File: config.mk
export PLATFORM = sky130hd
export DESIGN_NAME = uart_frame_tx
export DESIGN_NICKNAME = d
export VERILOG_FILES = /design/src/rtl/uart_frame_tx.sv
export SDC_FILE = /design/constraint.sdc
export NUM_CORES = 1
export LEC_CHECK = 0
export BUFFER_PORTS_ARGS = -buffer_cell sky130_fd_sc_hd__buf_4
export CORE_MARGIN = 8
export CORE_UTILIZATION = 55
export DETAILED_ROUTE_END_ITERATION = 8
export PLACE_DENSITY = 0.86
export SLEW_MARGIN = 0
export SYNTH_ARGS = -nofsm -noshare
export SYNTH_HDL_FRONTEND = slang
export SYNTH_SLANG_ARGS = --single-unit
File: constraint.sdc
create_clock -name clk -period 2.51 [get_ports clk]
set_input_delay 0 -clock clk [delete_from_list [all_inputs] [get_ports clk]]
set_output_delay 0 -clock clk [all_outputs]
set_load 0.005 [all_outputs]
File: src/rtl/uart_frame_tx.sv
module uart_frame_tx #(
  parameter int OVERSAMPLE = 16
) (
  input  logic       clk,
  input  logic       rst_n,
  input  logic       baud_tick,
  input  logic [7:0] lcr,
  input  logic [7:0] tx_data,
  input  logic       tx_valid,
  output logic       tx_ready,
  output logic       txd,
  output logic       busy
);
  localparam int CW = $clog2(2 * OVERSAMPLE);
  localparam logic [CW-1:0] ONE_LAST  = CW'(OVERSAMPLE - 1);
  localparam logic [CW-1:0] HALF_LAST = CW'(OVERSAMPLE + OVERSAMPLE / 2 - 1);
  localparam logic [CW-1:0] TWO_LAST  = CW'(2 * OVERSAMPLE - 1);

  typedef enum logic [2:0] {S_IDLE, S_START, S_DATA, S_PAR, S_STOP} st_t;

  st_t           st;
  logic [CW-1:0] cnt, stop_last;
  logic [7:0]    shreg;
  logic [2:0]    bit_idx, last_idx;
  logic          par_en, par_bit, frame_bit;

  wire        accept  = tx_valid && tx_ready;
  wire [7:0]  masked  = tx_data & (8'hFF >> (2'd3 - lcr[1:0]));
  wire        ones_od = ^masked;
  wire        par_new = lcr[5] ? ~lcr[4] : (lcr[4] ? ones_od : ~ones_od);
  wire        bit_end = baud_tick && (cnt == ONE_LAST);
  wire        stp_end = baud_tick && (cnt == stop_last);

  assign tx_ready = (st == S_IDLE);
  assign busy     = (st != S_IDLE);

  always_comb begin
    unique case (st)
      S_START: frame_bit = 1'b0;
      S_DATA:  frame_bit = shreg[0];
      S_PAR:   frame_bit = par_bit;
      default: frame_bit = 1'b1;
    endcase
  end

  assign txd = frame_bit & ~lcr[6];

  always_ff @(posedge clk or negedge rst_n) begin
    if (!rst_n) begin
      st        <= S_IDLE;
      cnt       <= '0;
      shreg     <= '0;
      bit_idx   <= '0;
      last_idx  <= '0;
      par_en    <= 1'b0;
      par_bit   <= 1'b0;
      stop_last <= ONE_LAST;
    end else begin
      unique case (st)
        S_IDLE: if (accept) begin
          st        <= S_START;
          cnt       <= '0;
          shreg     <= masked;
          bit_idx   <= '0;
          last_idx  <= 3'd4 + {1'b0, lcr[1:0]};
          par_en    <= lcr[3];
          par_bit   <= par_new;
          stop_last <= !lcr[2] ? ONE_LAST :
                       (lcr[1:0] == 2'd0) ? HALF_LAST : TWO_LAST;
        end
        S_START: if (baud_tick) begin
          cnt <= bit_end ? '0 : cnt + 1'b1;
          if (bit_end) st <= S_DATA;
        end
        S_DATA: if (baud_tick) begin
          cnt <= bit_end ? '0 : cnt + 1'b1;
          if (bit_end) begin
            shreg   <= shreg >> 1;
            bit_idx <= bit_idx + 1'b1;
            if (bit_idx == last_idx) st <= par_en ? S_PAR : S_STOP;
          end
        end
        S_PAR: if (baud_tick) begin
          cnt <= bit_end ? '0 : cnt + 1'b1;
          if (bit_end) st <= S_STOP;
        end
        S_STOP: if (baud_tick) begin
          cnt <= stp_end ? '0 : cnt + 1'b1;
          if (stp_end) st <= S_IDLE;
        end
        default: st <= S_IDLE;
      endcase
    end
  end
endmodule


==> impl_metrics.ini <==
[job]
maxCapViolations = 0

[cells_and_area]
design.final.nets = 211
regArea_sq_um = 652
areaGrowthSynthToFinish_pct = 21.9
final_cell_mix = dfrtp_1, buf_4, nand2_1
n_antenna_cell = 0
final_common_cell = dfrtp_1
fillers = 191
stdcell_count = 217
multiInputGateArea_sq_um = 742
drive_gt1_share_pct = 18.2

[cts]
htreeDepth = 1
cts_root_buffer = clkbuf_4
tritoncts_clock_tree = built
cts.clk_slew.worst_paths_ns = 0.14
cts_inserted_buffers = 3
clock_sinks = 26
post-cts-setup-buffers = 0
clk-insertion-delay-late_ns = 0.33
max-clock-path-buffers = 2

[routing]
drt_pre_antenna_iters = 4
post-route-drc-count = 0
routed_wirelength_mm = 3.28
antenna_violating_nets_post_route = 0
drt_iter0_drcs = 36
detailroute.via_count = 1204
detail_route.wl_per_cell_um = 15.1
routed_via_density = 5.55

[global_routing]
maximum_number_of_pins_on_one_net_before_global_route_repair = 27
globalRouteOverflowTotal = 0
grt_antenna_before_repair = 0
first_global_vias = 1271
global_route_wire_length_before_repair_mm = 5.55
grt_util_all_layers_pct = 15.7

[yosys]
share_of_synthesized_area_occupied_by_flip_flops_and_latches_pct = 44.6
postSynthCellCount = 156
synthesis.nets = 179
async_flop_share_pct = 100
synth_edf_count = 0
dominantRegCellSynth = dfrtp_1
synth.ff_latch_count = 26
syn-mean-instance-area_sq_um = 9.36
post_syn_area_sq_um = 1460
synth_warnings = 0
distinct_cells_synth = 40

[pwr]
leakage_dissipation_nw = 0.809
power.ir.vdd_worst_uv = 588
pwr_density_cell_nw_per_um2 = 769

[setup_path]
crit_path_end_kind = flip-flop
crit_path_arrival_time_ns = 2.36
cp_data_required_time_ns = 2.71
max_fanout_on_critical_path = 17
critical_path_class = flip-flop to flip-flop
worst_setup_path_start_kind = flip-flop

[die]
start_util_pct = 58.4
placementRows = 18
core_area_sq_um = 2500
ioPinCount = 23
floorplan.die.height_um = 67.5
die_area_sq_um = 4560
fp.dieW_um = 67.5

[worst_hold_path]
hp-class = input pin to flip-flop

[outcome]
run_status = complete, no violations

[sta]
timing.slew.headroom_pct = 62.6
worst_pin_slew_ns = 0.560
layout_worst_path_cycle_share_pct = 86.0
setup-tns-final_ns = 0
worst_clock_skew_ns = 0.00316
max_freq_mhz = 463
final_max_slew_viol_count = 0
grt_setup_unrepaired = no
report.final.hold_viol_count = 0
period_needed_ns = 2.16
report.final.setup_viol = 0

[placement]
dp.cells = 202
io_buffers = 21
place_congestion = 0.777
place.detailed.hpwl_mm = 2.29
timing repair:
item / 4_1_cts / 5_1_grt
gates resized for setup: 0 / 0
hold endpoints to repair: 36 / 0
hold buffers: 11 / 0
state kept, by name (all words and copies together) (netlist names):
| register | count |
|---|---|
| cnt | 5 |
| last_idx | 3 |
| st | 3 |
| par_bit | 1 |
| bit_idx | 3 |
| shreg | 8 |
| stop_last | 2 |
| par_en | 1 |
cells in the mapped netlist, types with 2 or more instances:
cell type  count  area, sq um
a21oi_1       16         80.1
and2_1         2         12.5
and3_1         2         12.5
buf_2          5         25.0
dfrtp_1       25          626
ha_1           3         37.5
inv_1         10         37.5
mux2i_1        8         80.1
nand2_1       19         71.3
nand2b_1       4         25.0
nand3_1        3         15.0
nand4_1        2         12.5
nor2_1        15         56.3
o21ai_0        7         35.0
o21ai_1        2         10.0
o2bb2ai_1      2         17.5
xnor2_1        3         26.3
xor2_1         6         52.6
path summary, 6_finish.rpt:
| path | start | to | slack (ns) | depth (start not counted) |
|---|---|---|---|---|
| setup / recovery | cnt[0] | shreg[3] | 0.35 | 8 |
| max in group asynchronous | rst_n | stop_last[3] | 2.12 | 2 |
| hold reg to reg | last_idx[2] | last_idx[2] | 0.51 | 1 |
| hold / removal | tx_data[4] | shreg[4] | 0.01 | 3 |
| min in group asynchronous | rst_n | last_idx[2] | 0.09 | 2 |
| setup reg to reg | cnt[0] | shreg[3] | 0.35 | 8 |
through the flow:
step	instance area [sq um]	util, %	setup slack, ns	total power [mW]	hold slack (ns)
floorplan	1460	-	0.657	0.978	-0.296
global placement	1630	65.4	0.511	1.09	-0.0786
detailed placement	1630	65.4	0.408	1.14	-0.0759
CTS	1780	71.2	0.379	1.37	0.00261
global route	1780	71.2	0.167	1.46	0.00883
finish	1780	71.2	0.351	1.37	0.0115
cells by family after synthesis:
family	count (synthesis)	share of synthesized area, %
AO/OA/AOI/OAI	39	17.3
multiplexers	8	5.48
adder cells (fa/ha/maj)	3	2.57
flip-flops	26	44.6
AND/OR/NAND/NOR	53	17.4
XOR/XNOR	11	8.06
buffers and inverters	16	4.54
area by class of cell:
class | count | area share, %
flip-flops and latches | 26 | 36.6
repair buffers | 33 | 15.5
clock buffers | 4 | 2.04
multi-input cells | 114 | 41.7
inverters | 10 | 2.11
well taps | 30 | 2.11
critical path, stage by stage, from the launching register on:
cell     delay [ns]
dfrtp_1        0.43
ha_1           0.24
and3_1         0.20
ha_1           0.21
and2_1         0.22
nand2_1        0.09
nand2_1        0.34
nor2_1         0.24
a21oi_1        0.06
where the power goes:
group / total, mW / switching (mW) / internal, mW / leakage (nW)
sequential: 0.657 / 0.106 / 0.551 / 0.320
clock: 0.216 / 0.128 / 0.0889 / 0.0210
combinational: 0.497 / 0.263 / 0.233 / 0.468
total: 1.37 / 0.497 / 0.873 / 0.809
layer usage:
| metal | vias up | global-route usage (%) | wire length [um] | part of all wire [%] |
|---|---|---|---|---|
| li1 | 597 | - | - | - |
| met2 | 26 | 27.3 | 1600 | 49 |
| met5 | - | 0 | 0 | 0 |
| met4 | 0 | 7.83 | 76 | 2.3 |
| met3 | 9 | 3.31 | 173 | 5.3 |
| met1 | 572 | 17.8 | 1430 | 44 |
Power figures use the tool's default switching activity.
